## src/rtl/cpu_present_pkg.sv

```systemverilog
package cpu_present_pkg;
  localparam int BYTE_W  = 8;
  localparam int EVT_BIT = 2;

  typedef enum logic {
    MODE_LEGACY   = 1'b0,
    MODE_SELECTOR = 1'b1
  } port_mode_e;
endpackage

```

## src/rtl/cpu_present_store.sv

```systemverilog
module cpu_present_store #(
  parameter int NUM_CPUS = 200,
  parameter int ID_W     = 8
) (
  input  logic                clk_i,
  input  logic                rst_ni,
  input  logic                add_valid_i,
  input  logic [ID_W-1:0]     add_id_i,
  output logic                accepted_o,
  output logic [NUM_CPUS-1:0] present_o
);
  localparam logic [ID_W:0] ID_LIM = (ID_W+1)'(NUM_CPUS);

  logic [NUM_CPUS-1:0] present_q;

  assign accepted_o = add_valid_i && ({1'b0, add_id_i} < ID_LIM);

  for (genvar g = 0; g < NUM_CPUS; g++) begin : g_bit
    always_ff @(posedge clk_i or negedge rst_ni) begin
      if (!rst_ni)                                      present_q[g] <= 1'b0;
      else if (accepted_o && add_id_i == ID_W'(g))      present_q[g] <= 1'b1;
    end
  end

  assign present_o = present_q;

  // no presence bit ever falls
  a_r4_sticky: assert property (@(posedge clk_i) disable iff (!rst_ni)
    1'b1 |=> ((present_q & $past(present_q)) == $past(present_q)));

  // out-of-range IDs leave the map untouched
  a_r5_oob_ignored: assert property (@(posedge clk_i) disable iff (!rst_ni)
    (add_valid_i && ({1'b0, add_id_i} >= ID_LIM)) |=> $stable(present_q));

  // accepted ID is present afterwards
  a_r4_set: assert property (@(posedge clk_i) disable iff (!rst_ni)
    accepted_o |=> (present_q != '0));
endmodule

```

## src/rtl/cpu_evt_latch.sv

```systemverilog
module cpu_evt_latch
  import cpu_present_pkg::*;
(
  input  logic              clk_i,
  input  logic              rst_ni,
  input  logic              set_i,
  input  logic              clr_i,
  input  logic              en_wr_i,
  input  logic [BYTE_W-1:0] wdata_i,
  output logic [BYTE_W-1:0] sts_o,
  output logic              sci_o
);
  logic sts_q, en_q;

  always_ff @(posedge clk_i or negedge rst_ni) begin
    if (!rst_ni) begin
      sts_q <= 1'b0;
      en_q  <= 1'b0;
    end else begin
      if (set_i)                        sts_q <= 1'b1;
      else if (clr_i && wdata_i[EVT_BIT]) sts_q <= 1'b0;
      if (en_wr_i)                      en_q  <= wdata_i[EVT_BIT];
    end
  end

  always_comb begin
    sts_o          = '0;
    sts_o[EVT_BIT] = sts_q;
  end

  assign sci_o = sts_q & en_q;

  // set has priority
  a_r6_set: assert property (@(posedge clk_i) disable iff (!rst_ni)
    set_i |=> sts_o[EVT_BIT]);

  // clear without set drops the flag
  a_r6_clr: assert property (@(posedge clk_i) disable iff (!rst_ni)
    (clr_i && wdata_i[EVT_BIT] && !set_i) |=> !sts_o[EVT_BIT]);

  // interrupt never without status
  a_r7_sci_needs_sts: assert property (@(posedge clk_i) disable iff (!rst_ni)
    sci_o |-> sts_o[EVT_BIT]);
endmodule

```

## src/rtl/cpu_mode_switch.sv

```systemverilog
module cpu_mode_switch
  import cpu_present_pkg::*;
#(
  parameter int ADDR_W     = 5,
  parameter int WORD_BYTES = 4
) (
  input  logic              clk_i,
  input  logic              rst_ni,
  input  logic              wr_i,
  input  logic [ADDR_W-1:0] addr_i,
  input  logic [BYTE_W-1:0] data_i,
  output logic              legacy_o
);
  localparam int SEL_W = $clog2(WORD_BYTES);

  port_mode_e            mode_q;
  logic [WORD_BYTES-1:0] seen_q, seen_d;
  logic                  hit;

  assign hit = wr_i && (mode_q == MODE_LEGACY) && (addr_i < ADDR_W'(WORD_BYTES));

  always_comb begin
    seen_d = seen_q;
    if (hit) begin
      if (data_i == '0) seen_d[addr_i[SEL_W-1:0]] = 1'b1;
      else              seen_d = '0;
    end
  end

  always_ff @(posedge clk_i or negedge rst_ni) begin
    if (!rst_ni) begin
      mode_q <= MODE_LEGACY;
      seen_q <= '0;
    end else if (mode_q == MODE_LEGACY) begin
      seen_q <= seen_d;
      if (&seen_d) mode_q <= MODE_SELECTOR;
    end
  end

  assign legacy_o = (mode_q == MODE_LEGACY);

  // handoff is one-way
  a_r9_one_way: assert property (@(posedge clk_i) disable iff (!rst_ni)
    !legacy_o |=> !legacy_o);

  // writes above the first word leave the collection alone
  a_r10_high_ignored: assert property (@(posedge clk_i) disable iff (!rst_ni)
    (legacy_o && !(wr_i && addr_i < ADDR_W'(WORD_BYTES))) |=> $stable(seen_q));

  // nonzero write to first word restarts
  a_r8_restart: assert property (@(posedge clk_i) disable iff (!rst_ni)
    (hit && data_i != '0) |=> (seen_q == '0));
endmodule

```

## src/rtl/cpu_present_port.sv

```systemverilog
module cpu_present_port
  import cpu_present_pkg::*;
#(
  parameter int NUM_CPUS   = 200,
  parameter int ID_W       = 8,
  parameter int WIN_BYTES  = 32,
  parameter int WORD_BYTES = 4,
  localparam int ADDR_W    = $clog2(WIN_BYTES)
) (
  input  logic              clk_i,
  input  logic              rst_ni,
  input  logic              hp_valid_i,
  input  logic [ID_W-1:0]   hp_id_i,
  input  logic              acc_valid_i,
  input  logic              acc_we_i,
  input  logic [ADDR_W-1:0] acc_addr_i,
  input  logic [7:0]        acc_wdata_i,
  output logic              rd_valid_o,
  output logic [7:0]        rd_data_o,
  input  logic              gpe_clr_i,
  input  logic              gpe_en_wr_i,
  input  logic [7:0]        gpe_wdata_i,
  output logic [7:0]        gpe_sts_o,
  output logic              sci_o,
  output logic              legacy_mode_o
);
  localparam int WIN_BITS = WIN_BYTES * BYTE_W;

  logic [NUM_CPUS-1:0] present;
  logic [WIN_BITS-1:0] win_bits;
  logic                hp_accepted;
  logic                legacy;
  logic                rd_valid_q;
  logic [BYTE_W-1:0]   rd_data_q;

  cpu_present_store #(.NUM_CPUS(NUM_CPUS), .ID_W(ID_W)) u_store (
    .clk_i       (clk_i),
    .rst_ni      (rst_ni),
    .add_valid_i (hp_valid_i),
    .add_id_i    (hp_id_i),
    .accepted_o  (hp_accepted),
    .present_o   (present)
  );

  cpu_evt_latch u_evt (
    .clk_i   (clk_i),
    .rst_ni  (rst_ni),
    .set_i   (hp_accepted),
    .clr_i   (gpe_clr_i),
    .en_wr_i (gpe_en_wr_i),
    .wdata_i (gpe_wdata_i),
    .sts_o   (gpe_sts_o),
    .sci_o   (sci_o)
  );

  cpu_mode_switch #(.ADDR_W(ADDR_W), .WORD_BYTES(WORD_BYTES)) u_mode (
    .clk_i    (clk_i),
    .rst_ni   (rst_ni),
    .wr_i     (acc_valid_i && acc_we_i),
    .addr_i   (acc_addr_i),
    .data_i   (acc_wdata_i),
    .legacy_o (legacy)
  );

  // pad the map out to the window size
  for (genvar b = 0; b < WIN_BITS; b++) begin : g_win
    if (b < NUM_CPUS) begin : g_live
      assign win_bits[b] = present[b];
    end else begin : g_pad
      assign win_bits[b] = 1'b0;
    end
  end

  always_ff @(posedge clk_i or negedge rst_ni) begin
    if (!rst_ni) begin
      rd_valid_q <= 1'b0;
      rd_data_q  <= '0;
    end else begin
      rd_valid_q <= acc_valid_i && !acc_we_i && legacy;
      rd_data_q  <= (acc_valid_i && !acc_we_i && legacy)
                    ? win_bits[{acc_addr_i, 3'b000} +: BYTE_W] : '0;
    end
  end

  assign rd_valid_o    = rd_valid_q;
  assign rd_data_o     = rd_data_q;
  assign legacy_mode_o = legacy;

  // no read response after handoff
  a_r9_no_read: assert property (@(posedge clk_i) disable iff (!rst_ni)
    !legacy_mode_o |=> !rd_valid_o);

  // a read in legacy mode is answered next cycle
  a_r2_read_resp: assert property (@(posedge clk_i) disable iff (!rst_ni)
    (acc_valid_i && !acc_we_i && legacy_mode_o) |=> rd_valid_o);
endmodule

```

## config.mk

```make
export PLATFORM = sky130hd
export DESIGN_NAME = cpu_present_port
export DESIGN_NICKNAME = d
export VERILOG_FILES = /design/src/rtl/cpu_present_pkg.sv /design/src/rtl/cpu_present_store.sv /design/src/rtl/cpu_evt_latch.sv /design/src/rtl/cpu_mode_switch.sv /design/src/rtl/cpu_present_port.sv
export SDC_FILE = /design/constraint.sdc
export NUM_CORES = 1
export LEC_CHECK = 0
export ABC_AREA = 1
export BUFFER_PORTS_ARGS = -buffer_cell sky130_fd_sc_hd__buf_2
export CORE_UTILIZATION = 56
export DETAILED_ROUTE_END_ITERATION = 12
export GPL_TIMING_DRIVEN = 0
export PLACE_DENSITY = 0.79
export SLEW_MARGIN = 20
export SYNTH_ARGS = -nofsm -noshare
export SYNTH_HDL_FRONTEND = slang
export SYNTH_HIERARCHICAL = 1
export SYNTH_SLANG_ARGS = --single-unit
```

## constraint.sdc

```tcl
create_clock -name clk_i -period 0.9 [get_ports clk_i]
set_input_delay 0.225 -clock clk_i [delete_from_list [all_inputs] [get_ports clk_i]]
set_output_delay 0.225 -clock clk_i [all_outputs]
set_load 0.01 [all_outputs]
```

==> reports/metrics.yaml, run 1 <==
drt_iter0_drc: 1203
slew_headroom_pct: 63.28
grt_antenna_before_repair: 0
holdWs_ps: -381.1
hold_class: "in -> async"
start_kind: "flip-flop"
ant_nets: 0
place_worst_setup_slack_ps: -1065
drc: 0
rows: 52
initial_utilization_pct: 57.48
postSynthAreaPerCell_um2: 7.193
die_y_um: 146.3
synth-seq-cells: 216
cts.clk_slew.worst_paths_ps: 60
die_w_um: 146.3
cts_buffers: 25
finalCritPeriodShare_pct: 151.8
dp_hpwl_um: 26710
synthToLayoutAreaGrowth_pct: 24.06
final_nets: 1770
grt_first_pass_wirelength_um: 58710
dr_wl_met3_um: 4337
io_pins: 55
h-tree-depth: 1
report.final.slew_viol_count: 0
fillers: 1634
final_core_util_pct: 71.31
crit_type: "reg -> out"
final.setup_skew_ps: 12.63
failed_checks: "hold timing, setup timing"
grt_max_degree: 81
crit_fanout: 3
cts.path.max_buffers: 3
port-buffer-count: 40
drive_gt1_share_pct: 20.58
fmax_mhz: 731.8
maxCapViolCount: 0
routed-wl-met2_um: 17930
leakagePower_nw: 7.452
place_congestion: 0.9938
wl_per_cell_um: 19.83
rsz0062_at_grt: "yes"
finalSetupViolations: 33
yosysSeqAreaShare_pct: 46.33
routed_wl_um: 40050
yosysWarningCount: 6
timing.rr.start: "u_store/present_o[2]"
run_status: "finished with violations"
cts_sinks: 216
die_area_mm2: 0.02142
cts_root_buf: "clkbuf_16"
worstPathArrival_ps: 1140
via_count: 11030
crit_required_ps: 670
power.total_mw: 23.65
hold_viol: 61
worst_slack_ps: -466.5
power.density_mw_per_mm2: 1634
worstSetupEndpointType: "primary output"
crit_path_start: "u_evt/sts_q"
postPlaceCellArea_mm2: 0.01256
grt_overflow: 0
core_area_mm2: 0.02030
syn-cell-area_mm2: 0.01167
drt_first_pass_iters: 6
tightest_slew_ps: 550.7
diodes: 0
synth.distinct_cells: 28
clk_latency_ps: 530
vdd_ir_drop_max_v: 0.001360
final_area_mm2: 0.01448
grt_pass1_vias: 10220
grt_util_all_layers_pct: 36.88
finalCriticalPeriod_ps: 1367
viasPerCell: 5.463
cts_tree: "done"
met1_length_um: 15450
top_layer: "met4"
netlist_instances: 1622
-- layer usage --
layer  GRT usage, %  vias to the layer above
li1               -                     5061
met1          49.75                     5201
met2          56.29                      639
met3          7.406                      129
met4          19.64                        0
met5              0                        -
-- path summary, 6_finish.rpt --
check | to | slack (ps) | cells after the start
min in group clk_i | rd_data_o[4] | 0 | 4
setup / recovery | gpe_sts_o[2] | -470 | 2
max in group asynchronous | u_store/present_o[66] | 500 | 2
hold reg to reg | u_store/present_o[0] | 450 | 2
setup reg to reg | rd_data_o[2] | -330 | 7
hold / removal | u_store/present_o[59] | -380 | 1
-- cells by family after synthesis --
logic type	after synthesis	share of synthesized area, %
buf+inv	376	13.92
flops	216	46.33
compound gates	126	8.096
other cells	1	0.03214
simple gates	903	31.62
-- Yosys cell counts --
cell	n	area (µm²)
nand2_2	2	12.51
or2_0	10	62.56
nor2_2	1	6.260
nand3_1	153	765.7
clkbuf_1	10	37.54
nor2_1	152	570.6
o21bai_1	105	788.3
buf_1	2	7.510
inv_1	292	1096
nand4_1	3	18.77
conb_1	1	3.750
a21oi_2	1	8.760
o21bai_2	6	67.56
buf_4	26	195.2
nand2_1	570	2140
buf_2	32	160.2
nand3_2	2	20.02
o21ai_0	9	45.04
o211ai_1	1	7.510
o211ai_2	1	12.51
nand4_2	1	12.51
o21ai_1	1	5.000
inv_2	4	15.01
a21oi_1	2	10.01
or2_1	4	25.02
dfrtp_1	216	5405
nor2_4	5	56.30
buf_6	10	112.6
-- worst max-delay path, cell delays in order, from the launching register on --
cell	delay (ps)
dfrtp_1	400
buf_6	120
buf_6	110
-- layout by cell type, fill, tap and decap left out, types with 4 or more instances in the layout --
master / instances
inv_1: 278
nand3_2: 45
nand2_4: 15
nor2_4: 29
nand3_1: 107
clkinv_2: 4
nand2_1: 528
nor2_2: 19
or2_0: 9
clkbuf_16: 26
dfrtp_1: 216
o21ai_0: 8
buf_4: 46
nor2_1: 111
clkbuf_2: 4
o21bai_4: 7
dlygate4sd3_1: 4
buf_12: 5
o21bai_2: 5
inv_2: 16
buf_8: 11
or2_1: 5
nand2_2: 27
clkbuf_4: 5
clkbuf_1: 11
buf_2: 39
conb_1: 7
buf_6: 37
clkbuf_8: 4
o21bai_1: 99
-- timing repair --
action	in CTS	in global routing
cloned	0	5
setup buffers	11	17
resized for setup	73	147
hold buffers	3	1
setup endpoints to repair	160	199
endpoints found under the hold margin	64	62
pin swaps	24	31
-- flip-flops by register name, summed over array words and instances, names as in the netlist --
name,flops
u_store/present_o,200
u_mode/mode_q,1
u_mode/seen_q,4
u_evt/sts_q,1
rd_data_o,8
u_evt/en_q,1
rd_valid_o,1
-- layout make-up --
| class | count | area, µm² | share of cell area, % |
|---|---|---|---|
| multi-input combinational | 1038 | 5460 | 37.72 |
| sequential | 216 | 5405 | 37.34 |
| inverter | 296 | 1119 | 7.728 |
| buffer | 80 | 800.8 | 5.532 |
| clock buffer | 37 | 700.7 | 4.841 |
| timing repair buffer | 77 | 620.6 | 4.287 |
| tap | 270 | 337.8 | 2.334 |
| clock inverter | 5 | 31.28 | 0.2161 |
-- metrics by stage --
step | std cells | hold WS [ps] | setup TNS, ps
finish | 2019 | -381.1 | -8222
global route | 2019 | -340.1 | -9931
CTS | 1996 | -350.5 | -7708
detailed placement | 1940 | 200.3 | -130780
global placement | 1938 | 424.8 | -1004340
floorplan | 1628 | -70.59 | -25810
-- report_power, final --
| group | internal, mW | leakage [nW] | switching (mW) |
|---|---|---|---|
| Sequential | 10.2 | 2.49 | 0.235 |
| Clock | 5.35 | 0.362 | 4.06 |
| Combinational | 1.41 | 4.60 | 2.44 |
| Total | 16.9 | 7.45 | 6.73 |
No activity file was read; power rests on OpenSTA's default activity.
==> run 2, diff against run 1 <==
- CTS_BUF_LIST: unset -> sky130_fd_sc_hd__clkbuf_16
==> run 2 against run 1 <==
Against the previous run: clock power down 3.9%; first-iteration DRC count down 2.0%; cell count about the same; register-to-register slack about the same; highest routed layer unchanged; the flow still finishes with violations (hold timing, setup timing); power down 1.9%.
==> reports/metrics.yaml, run 2 (synthesis gave the netlist of run 1 again) <==
final_area_mm2: 0.01431  # -1.1%
grt_util_all_layers_pct: 37.22  # +0.34 points
cts_buffers: 25  # unchanged
via_count: 11120  # +0.82%
wl_per_cell_um: 19.69  # -0.71%
maxCapViolCount: 0  # unchanged
drc: 0  # unchanged
crit_type: "reg -> out"
final_core_util_pct: 70.50  # -0.81 points
hold_class: "in -> async"
cts_sinks: 216  # unchanged
power.density_mw_per_mm2: 1622  # -0.73%
report.final.slew_viol_count: 0  # unchanged
diodes: 0  # unchanged
r2r_slack_ps: -340  # about the same
finalCritPeriodShare_pct: 151.5  # -0.39 points
cts_tree: "done"
grt_antenna_before_repair: 0  # unchanged
synthToLayoutAreaGrowth_pct: 22.66
final.setup_skew_ps: 9.848  # -2.782 ps
vdd_ir_drop_max_v: 0.001334  # -1.9%
cts.path.max_buffers: 3  # unchanged
reg2reg_depth: 7  # unchanged
slew_headroom_pct: 63.97  # +0.68 points
finalCriticalPeriod_ps: 1363  # -3.479 ps
leakagePower_nw: 7.433  # -0.26%
seq_area_mm2: 0.005405  # unchanged
worstSetupEndpointType: "primary output"
hold_viol: 61  # unchanged
tightest_slew_ps: 540.5  # -10.26 ps
dp.cells: 1940  # unchanged
drt_iter0_drc: 1179  # -2.0%
grt_first_pass_wirelength_um: 59540  # +1.4%
fillers: 1656  # +1.3%
grt_max_degree: 81  # unchanged
layout_common_cells: "nand2_1, inv_1, dfrtp_1"
final_nets: 1769  # -0.056%
fmax_mhz: 733.6  # +0.26%
layout_commonest_cell: "nand2_1"
worstPathArrival_ps: 1140  # about the same
cts.clk_slew.worst_paths_ps: 60  # about the same
dp_hpwl_um: 26710  # unchanged
place_congestion: 0.9938  # unchanged
routed_wl_um: 39740  # -0.76%
largest_reg_flops: 200  # unchanged
core_area_mm2: 0.02030  # unchanged
multi_input_area_mm2: 0.005368  # -1.7%
finalSetupViolations: 27  # -18%
grt_overflow: 0  # unchanged
fin_setup_tns_ps: -7964  # +258.6 ps
postPlaceCellArea_mm2: 0.01256  # unchanged
worstReg2RegEnd: "rd_data_o[5]"
drt_first_pass_iters: 5  # -1
timing.rr.start: "u_store/present_o[101]"
holdWs_ps: -374.6  # +6.417 ps
final_cells: 2018  # -0.050%
grt_pass1_vias: 10270  # +0.41%
clk_latency_ps: 530  # about the same
crit_required_ps: 670  # about the same
start_kind: "flip-flop"
port-buffer-count: 40  # unchanged
die_y_um: 146.3  # unchanged
ant_nets: 0  # unchanged
rows: 52  # unchanged
cts_root_buf: "clkbuf_16"
die_area_mm2: 0.02142  # unchanged
worst_slack_ps: -463.1  # +3.479 ps
initial_utilization_pct: 57.48  # unchanged
failed_checks: "hold timing, setup timing"
crit_path_start: "u_evt/sts_q"
run_status: "finished with violations"
viasPerCell: 5.510  # +0.87%
io_pins: 55  # unchanged
crit_fanout: 3  # unchanged
drive_gt1_share_pct: 19.91  # -0.67 points
rsz0062_at_grt: "yes"
die_w_um: 146.3  # unchanged
h-tree-depth: 1  # unchanged
-- run 2: timing repair --
action | CTS | global route
hold buffers | 3 | 1
resized for setup | 74 | 125
buffers inserted | 12 | 16
pin swaps | 25 | 30
cloned | 1 | 3
endpoints found under the hold margin | 64 | 62
setup endpoints to repair | 159 | 198
-- run 2: power breakdown --
group / internal (mW) / leakage, nW / switching (mW) / total, mW
combinational: 1.37 / 4.56 / 2.40 / 3.78
clock: 4.99 / 0.382 / 4.05 / 9.04
sequential: 10.2 / 2.49 / 0.234 / 10.4
total: 16.5 / 7.43 / 6.69 / 23.2
-- run 2: worst max-delay path by stage --
stage / endpoint / slack (ps)
6_report: gpe_sts_o[2] / -460
5_1_grt: sci_o / -490
4_1_cts: gpe_sts_o[2] / -470
3_5_place_dp: rd_data_o[1] / -1060
3_3_place_gp: u_store/present_o[145] / -4140
2_1_floorplan: rd_data_o[6] / -240
-- run 2: final cells by class --
class                   count  area share (%)
clock buffers              25           4.371
multi-input cells        1039           37.51
well taps                 270           2.361
inverters                 296           7.834
repair buffers             75           4.083
plain buffers              80           5.543
flip-flops and latches    216           37.77
clock inverters            17          0.5333
-- run 2: worst max-delay path: stages, from the launching register on --
cell	delay [ps]
dfrtp_1	400
buf_6	120
buf_6	110
-- run 2: layer usage --
layer,vias up,track usage [%],routed length (µm)
met4,0,18.80,2216
met2,641,57.14,17880
met5,-,0,0
li1,5061,-,-
met3,130,6.750,4351
met1,5288,50.81,15290
-- run 2: metrics by stage --
stage          setup slack, ps  total power [mW]  hold WS [ps]
2_1_floorplan           -237.6             12.37        -70.59
3_3_place_gp             -4139             13.52         424.8
3_5_place_dp             -1065             13.60         200.3
4_1_cts                 -475.0             22.78        -346.9
5_1_grt                 -492.7             23.96        -335.3
6_report                -463.1             23.21        -374.6
